$ cat config.mk
export PLATFORM = sky130hd
export DESIGN_NAME = geometry_prober
export DESIGN_NICKNAME = d
export VERILOG_FILES = /design/src/rtl/geo_probe_pkg.sv /design/src/rtl/geo_dim_bisect.sv /design/src/rtl/geo_probe_seq.sv /design/src/rtl/geo_probe_budget.sv /design/src/rtl/geo_result_reg.sv /design/src/rtl/geometry_prober.sv
export SDC_FILE = /design/constraint.sdc
export NUM_CORES = 1
export LEC_CHECK = 0
export BUFFER_PORTS_ARGS = -buffer_cell sky130_fd_sc_hd__buf_2
export CORE_AREA = 2 2 132 134
export CTS_CLUSTER_DIAMETER = 60
export DETAILED_ROUTE_END_ITERATION = 8
export DIE_AREA = 0 0 134 136
export HOLD_SLACK_MARGIN = 0.12
export RECOVER_POWER = 50
export SLEW_MARGIN = 25
export SYNTH_ARGS = -nofsm -noshare
export SYNTH_HDL_FRONTEND = slang
export SYNTH_SLANG_ARGS = --single-unit
$ cat constraint.sdc
create_clock -name clk -period 2.5 [get_ports clk]
set_input_delay 0.125 -clock clk [delete_from_list [all_inputs] [get_ports clk]]
set_output_delay 0.125 -clock clk [all_outputs]
set_load 0.01 [all_outputs]
$ cat src/rtl/geo_probe_pkg.sv
package geo_probe_pkg;

   localparam int NUM_DIMS = 3;

   typedef enum logic [1:0] {
      SQ_IDLE,
      SQ_PICK,
      SQ_ASK,
      SQ_FIN
   } seq_state_t;

   typedef enum logic [1:0] {
      ROLE_PENDING,
      ROLE_ACTIVE,
      ROLE_SOLVED
   } dim_role_t;

   function automatic int count_width(input int upper);
      return $clog2(upper + 1);
   endfunction

endpackage

$ cat src/rtl/geo_dim_bisect.sv
module geo_dim_bisect
   import geo_probe_pkg::*;
#(
   parameter int UPPER = 16,
   parameter int W     = 5
) (
   input  logic         clk,
   input  logic         rst_n,
   input  logic         clear,
   input  logic         update,
   input  logic         pass,
   input  dim_role_t    role,
   output logic [W-1:0] probe_val,
   output logic         settled,
   output logic [W-1:0] count
);

   localparam logic [W-1:0] TOP = W'(UPPER);

   if (UPPER < 2) begin : g_bad_upper
      $error("geo_dim_bisect: UPPER must be at least 2");
   end
   if (W < $clog2(UPPER + 1)) begin : g_bad_width
      $error("geo_dim_bisect: W too narrow for UPPER");
   end

   logic [W-1:0] lo_q, hi_q;
   logic [W:0]   bound_sum;
   logic [W-1:0] mid;

   assign bound_sum = {1'b0, lo_q} + {1'b0, hi_q};
   assign mid       = bound_sum[W:1];
   assign settled   = (({1'b0, lo_q} + (W+1)'(1)) == {1'b0, hi_q});
   assign count     = lo_q + W'(1);

   always_ff @(posedge clk or negedge rst_n) begin
      if (!rst_n) begin
         lo_q <= '0;
         hi_q <= TOP;
      end else if (clear) begin
         lo_q <= '0;
         hi_q <= TOP;
      end else if (update) begin
         if (pass) lo_q <= mid;
         else      hi_q <= mid;
      end
   end

   always_comb begin
      case (role)
         ROLE_ACTIVE: probe_val = mid;
         ROLE_SOLVED: probe_val = lo_q;
         default:     probe_val = '0;
      endcase
   end

endmodule

$ cat src/rtl/geo_probe_seq.sv
module geo_probe_seq
   import geo_probe_pkg::*;
#(
   parameter int NDIM = 3,
   parameter int DW   = 2
) (
   input  logic            clk,
   input  logic            rst_n,
   input  logic            start,
   input  logic            ack,
   input  logic [NDIM-1:0] settled,
   output logic            req,
   output logic            clear,
   output logic            update,
   output logic            advance,
   output logic            fin,
   output logic [DW-1:0]   cur_dim
);

   localparam int            PADN = 1 << DW;
   localparam logic [DW-1:0] LAST = DW'(NDIM - 1);

   if (PADN < NDIM) begin : g_bad_dw
      $error("geo_probe_seq: DW too narrow for NDIM");
   end

   seq_state_t        state_q;
   logic [DW-1:0]     dim_q;
   logic [PADN-1:0]   settled_pad;
   logic              cur_settled;

   assign settled_pad = PADN'(settled);
   assign cur_settled = settled_pad[dim_q];

   always_ff @(posedge clk or negedge rst_n) begin
      if (!rst_n) begin
         state_q <= SQ_IDLE;
         dim_q   <= '0;
      end else begin
         case (state_q)
            SQ_IDLE: begin
               if (start) begin
                  state_q <= SQ_PICK;
                  dim_q   <= '0;
               end
            end
            SQ_PICK: begin
               if (cur_settled) begin
                  if (dim_q == LAST) state_q <= SQ_FIN;
                  else               dim_q   <= dim_q + DW'(1);
               end else begin
                  state_q <= SQ_ASK;
               end
            end
            SQ_ASK: begin
               if (ack) state_q <= SQ_PICK;
            end
            default: state_q <= SQ_IDLE;
         endcase
      end
   end

   assign req     = (state_q == SQ_ASK);
   assign clear   = (state_q == SQ_IDLE) && start;
   assign update  = req && ack;
   assign advance = (state_q == SQ_PICK) && cur_settled && (dim_q != LAST);
   assign fin     = (state_q == SQ_FIN);
   assign cur_dim = dim_q;

endmodule

$ cat src/rtl/geo_probe_budget.sv
module geo_probe_budget #(
   parameter int LIMIT = 11
) (
   input  logic clk,
   input  logic rst_n,
   input  logic clear,
   input  logic restart,
   input  logic tick,
   output logic err
);

   localparam int            CW  = $clog2(LIMIT + 1);
   localparam logic [CW-1:0] CAP = CW'(LIMIT);

   if (LIMIT < 1) begin : g_bad_limit
      $error("geo_probe_budget: LIMIT must be at least 1");
   end

   logic [CW-1:0] used_q;

   always_ff @(posedge clk or negedge rst_n) begin
      if (!rst_n) begin
         used_q <= '0;
         err    <= 1'b0;
      end else if (clear) begin
         used_q <= '0;
         err    <= 1'b0;
      end else if (restart) begin
         used_q <= '0;
      end else if (tick) begin
         if (used_q == CAP) err <= 1'b1;
         else               used_q <= used_q + CW'(1);
      end
   end

endmodule

$ cat src/rtl/geo_result_reg.sv
module geo_result_reg #(
   parameter int N = 3,
   parameter int W = 11
) (
   input  logic                clk,
   input  logic                rst_n,
   input  logic                load,
   input  logic [N-1:0][W-1:0] din,
   output logic [N-1:0][W-1:0] dout,
   output logic                valid
);

   always_ff @(posedge clk or negedge rst_n) begin
      if (!rst_n) begin
         dout  <= '0;
         valid <= 1'b0;
      end else begin
         valid <= load;
         if (load) dout <= din;
      end
   end

endmodule

$ cat src/rtl/geometry_prober.sv
module geometry_prober
   import geo_probe_pkg::*;
#(
   parameter int HEAD_LIMIT  = 16,
   parameter int CYL_LIMIT   = 1024,
   parameter int SEC_LIMIT   = 64,
   parameter int PROBE_LIMIT = 11,
   parameter bit BUDGET_EN   = 1'b1
) (
   input  logic                             clk,
   input  logic                             rst_n,
   input  logic                             start,
   output logic                             probe_req,
   output logic [$clog2(HEAD_LIMIT)-1:0]    probe_head,
   output logic [$clog2(CYL_LIMIT)-1:0]     probe_cyl,
   output logic [$clog2(SEC_LIMIT)-1:0]     probe_sec,
   input  logic                             probe_ack,
   input  logic                             probe_ok,
   output logic                             done,
   output logic [$clog2(HEAD_LIMIT+1)-1:0]  head_count,
   output logic [$clog2(CYL_LIMIT+1)-1:0]   cyl_count,
   output logic [$clog2(SEC_LIMIT+1)-1:0]   sec_count,
   output logic [7:0]                       ctrl_byte,
   output logic                             err
);

   localparam int HP_W = $clog2(HEAD_LIMIT);
   localparam int CP_W = $clog2(CYL_LIMIT);
   localparam int SP_W = $clog2(SEC_LIMIT);
   localparam int HC_W = count_width(HEAD_LIMIT);
   localparam int CC_W = count_width(CYL_LIMIT);
   localparam int SC_W = count_width(SEC_LIMIT);
   localparam int IW01 = (HC_W > CC_W) ? HC_W : CC_W;
   localparam int IW   = (IW01 > SC_W) ? IW01 : SC_W;
   localparam int DW   = $clog2(NUM_DIMS);

   if (HEAD_LIMIT < 2 || CYL_LIMIT < 2 || SEC_LIMIT < 2) begin : g_bad_limits
      $error("geometry_prober: every dimension limit must be at least 2");
   end

   logic                          seq_clear, seq_update, seq_advance, seq_fin;
   logic [DW-1:0]                 cur_dim;
   logic [NUM_DIMS-1:0]           settled;
   logic [NUM_DIMS-1:0][IW-1:0]   probe_vals;
   logic [NUM_DIMS-1:0][IW-1:0]   found;
   logic [NUM_DIMS-1:0][IW-1:0]   result;

   geo_probe_seq #(
      .NDIM (NUM_DIMS),
      .DW   (DW)
   ) u_seq (
      .clk     (clk),
      .rst_n   (rst_n),
      .start   (start),
      .ack     (probe_ack),
      .settled (settled),
      .req     (probe_req),
      .clear   (seq_clear),
      .update  (seq_update),
      .advance (seq_advance),
      .fin     (seq_fin),
      .cur_dim (cur_dim)
   );

   for (genvar g = 0; g < NUM_DIMS; g++) begin : g_dim
      localparam int UP = (g == 0) ? HEAD_LIMIT : (g == 1) ? CYL_LIMIT : SEC_LIMIT;
      dim_role_t role;
      logic      upd_here;

      assign role = (DW'(g) < cur_dim)  ? ROLE_SOLVED :
                    (DW'(g) == cur_dim) ? ROLE_ACTIVE : ROLE_PENDING;
      assign upd_here = seq_update && (cur_dim == DW'(g));

      geo_dim_bisect #(
         .UPPER (UP),
         .W     (IW)
      ) u_bisect (
         .clk       (clk),
         .rst_n     (rst_n),
         .clear     (seq_clear),
         .update    (upd_here),
         .pass      (probe_ok),
         .role      (role),
         .probe_val (probe_vals[g]),
         .settled   (settled[g]),
         .count     (found[g])
      );
   end

   if (BUDGET_EN) begin : g_budget
      geo_probe_budget #(
         .LIMIT (PROBE_LIMIT)
      ) u_budget (
         .clk     (clk),
         .rst_n   (rst_n),
         .clear   (seq_clear),
         .restart (seq_advance),
         .tick    (seq_update),
         .err     (err)
      );
   end else begin : g_no_budget
      assign err = 1'b0;
   end

   geo_result_reg #(
      .N (NUM_DIMS),
      .W (IW)
   ) u_result (
      .clk   (clk),
      .rst_n (rst_n),
      .load  (seq_fin),
      .din   (found),
      .dout  (result),
      .valid (done)
   );

   assign probe_head = probe_vals[0][HP_W-1:0];
   assign probe_cyl  = probe_vals[1][CP_W-1:0];
   assign probe_sec  = probe_vals[2][SP_W-1:0];
   assign head_count = result[0][HC_W-1:0];
   assign cyl_count  = result[1][CC_W-1:0];
   assign sec_count  = result[2][SC_W-1:0];
   assign ctrl_byte  = 8'h00;

endmodule

==> run_results.csv <==
group,metric,value,unit
run_status,status,"complete, but fails checks",
run_status,violations,"negative setup slack",
layout,drive_gt1_share,24.9,%
logic_synthesis,async_reset_ff_share,100,%
drt,first_pass_iters,5,
clock_network,ctsRootBufferMaster,"clkbuf_16",
critical_path,path_class,"reg2out",
clock_network,clock_sinks,99,
sta,max-slew-margin-rel,2.39,%
drt,vias_per_cell,5.16,
placed_design,place_congestion,0.812,
grt,grt_pass1_vias,5576,
critical_path,cp-start-kind,"register",
sta,finalHoldViolCount,0,
floorplanning,design.die.area,0.0182,mm²
grt,grt_max_degree,57,
power,swShare,35.9,%
floorplanning,die_h,136,µm
logic_synthesis,yosysTopAreaCell,"dfrtp_1",
power,power_switching,1.66,mW
drt,postRouteAntennaNets,0,
power,power,4.64,mW
layout,n_fill_cell,1563,
placed_design,dp_hpwl,12.4,mm
logic_synthesis,synth_top_cell_area_share,36.1,%
logic_synthesis,synth_area_leaders,"dfrtp_1 (36%), ha_1 (7.9%), nand2_1 (5.3%)",
layout,antenna_cells,0,
logic_synthesis,synth_area,0.00665,mm²
power,p_per_area,554,mW/mm²
placed_design,placed_area,0.00761,mm²
critical_path,crit_fanout,2,
grt,antenna_found_initial,0,
logic_synthesis,ys_seq_elements,99,
sta,setup_ws,-345,ps
clock_network,clk_path_buf_depth,2,
layout,final_common_cell,"buf_4",
logic_synthesis,yosysUniqueCellTypes,70,
sta,finalCriticalPeriod,2840,ps
sta,rsz0062_at_grt,"true",
sta,slew_violations,0,
critical_path,arrival,2720,ps
drt,drt-total-wl,17.7,mm
placed_design,io_buffers,50,
grt,grt_pass1_wl,28.4,mm
power,p_leak,3.97,nW
layout,area_delta_synth_final,25.9,%
drt,wl_per_cell,15.8,µm
logic_synthesis,avgSynthCellArea,8.76,µm²
floorplanning,core,0.0169,mm²
run,maxCapViolations,0,
drt,route.detailed.drc,0,
floorplanning,die_w,134,µm
floorplanning,start_util,39.4,%
layout,fin_area,0.00837,mm²
logic_synthesis,syn_inst,759,
critical_path,endpoint_kind,"output pin",
floorplanning,io_pins,59,
power,clockPowerShare,28.4,%
grt,grtUsageTotal,19.7,%
drt,drt-initial-drc-count,227,
critical_path,worst_ep_required_time,2380,ps
clock_network,clk_pin_slew,70,ps
sta,timing.final.crit_share,114,%
logic_synthesis,ys_warn_count,0,
clock_network,cts_tree,"built",
hold_path,worstHoldPathCells,4,
logic_synthesis,synth-edff-count,0,
logic_synthesis,ys_dominant_reg_cell,"dfrtp_1",
sta,fmax,352,MHz
sta,tightest_slew,1460,ps
grt,grt.overflow.total,0,
drt,vias,5779,
power,p_comb_share,30.4,%
clock_network,cts_inserted_buffers,9,
power,p_seq_share,41.2,%
layout,layout.nets,939,
floorplanning,core.rowCount,48,
power,irDropWorstVdd,0.000467,V
clock_network,cts_max_level,3,
layout,final_cell_mix,"buf_4 (102), nand2_1 (94), dfrtp_1 (94)",
hold_path,hold_path.class,"in2reg",
logic_synthesis,ys_seq_area_share,37.3,%
sta,finalSetupViolations,20,
critical_path,reg2reg_depth,12,
sta,clock_skew,7.37,ps
power,p_int,2.97,mW
clock_network,clkLatencyLatePin,360,ps
==> final timing paths <==
path,from,to,slack [ps]
setup / recovery,g_dim[1].u_bisect.hi_q[1],probe_cyl[8],-340
hold / removal,probe_ok,g_dim[1].u_bisect.lo_q[8],280
setup reg to reg,g_dim[1].u_bisect.lo_q[1],u_seq.cur_dim[0],-150
hold reg to reg,u_result.dout[11],u_result.dout[11],480
max in group asynchronous,rst_n,g_dim[2].u_bisect.lo_q[1],340
min in group asynchronous,rst_n,g_dim[1].u_bisect.hi_q[6],640
==> metal layers <==
| metal | routed length (µm) | up-vias | GRT usage (%) |
|---|---|---|---|
| met5 | 0 | - | 0 |
| met4 | 314 | 0 | 5.02 |
| li1 | - | 2901 | - |
| met3 | 706 | 28 | 4.74 |
| met2 | 8490 | 104 | 32.6 |
| met1 | 8220 | 2746 | 25.9 |
==> cell families (layout without fill, tap and decap cells) <==
group / after synthesis / count (layout) / synth area share (%)
and+or+nand+nor: 265 / 265 / 19.2
AOI/OAI and AO/OA: 183 / 183 / 17.0
DFF: 99 / 99 / 37.3
xor gates and xnor gates: 74 / 74 / 9.75
buffers and inverters: 74 / 202 / 5.01
adders and majority gates: 45 / 45 / 8.81
muxes: 18 / 18 / 2.80
other: 1 / 8 / 0.0564
==> worst max-delay path, cell delays in order (launching register included) <==
cell and delay [ps]:
dfrtp_1 410, ha_4 240, a21o_1 170, a21oi_2 180
o21ai_2 80, a2111o_1 400, a31o_2 220, a21oi_2 160
xnor2_1 160, a22oi_1 100, nor2_1 90, buf_2 140
==> flip-flops by register name, indices dropped and copies added, names as in the netlist <==
signal and flops:
u_result.dout 23, g_budget.u_budget.used_q 4, g_dim.u_bisect.hi_q 33, g_dim.u_bisect.lo_q 33, u_result.valid 1, g_budget.u_budget.err 1, u_seq.state_q 2, u_seq.cur_dim 2
==> area by class of cell <==
type | count | area [µm²] | share of cell area (%)
Clock buffer | 14 | 254 | 3.03
Clock inverter | 2 | 12.5 | 0.149
Inverter | 27 | 101 | 1.21
Multi-Input combinational cell | 593 | 4180 | 49.9
Sequential cell | 99 | 2480 | 29.7
Tap cell | 225 | 282 | 3.36
Timing Repair Buffer | 159 | 1060 | 12.7
==> synthesized netlist by cell type (9+ instances only) <==
cell       n
clkbuf_1  26
nand2b_1  10
xnor2_1   39
ha_1      42
a22oi_1    9
dfrtp_1   96
nand3_1   63
xor2_1    35
mux2i_1   13
nor2_1    43
a21oi_1   44
o21ai_0   70
inv_1     27
nand2_1   94
a21o_1     9
==> power groups by stage <==
stage          Combinational (mW)  Clock, mW  Sequential [mW]
3_5_place_dp                 1.36          0             1.93
5_1_grt                      1.56       1.42             1.93
6_report                     1.41       1.32             1.91
4_1_cts                      1.38       1.36             1.90
3_3_place_gp                 1.36          0             1.93
2_1_floorplan               0.816          0             1.94
==> through the flow <==
step	utilization (%)	cells	setup slack [ps]	hold WS, ps	TNS, ps
final	49.6	1119	-345	278	-2600
after global routing	49.6	1119	-462	319	-6030
after CTS	47.8	1106	-373	274	-2010
after detailed placement	45.1	1072	-104	246	-873
after global placement	45.1	1072	-89.8	250	-573
after floorplan	-	766	3.89	-171	0
==> timing repair <==
| item | CTS | global route |
|---|---|---|
| gates resized for setup | 13 | 59 |
| setup buffers | 15 | 13 |
| endpoints found under the setup margin | 23 | 41 |
| pin swaps | 25 | 33 |
| cloned | 0 | 0 |
| endpoints found under the hold margin | 55 | 0 |
| hold buffers | 3 | 0 |
No activity file was read; power rests on OpenSTA's default activity.
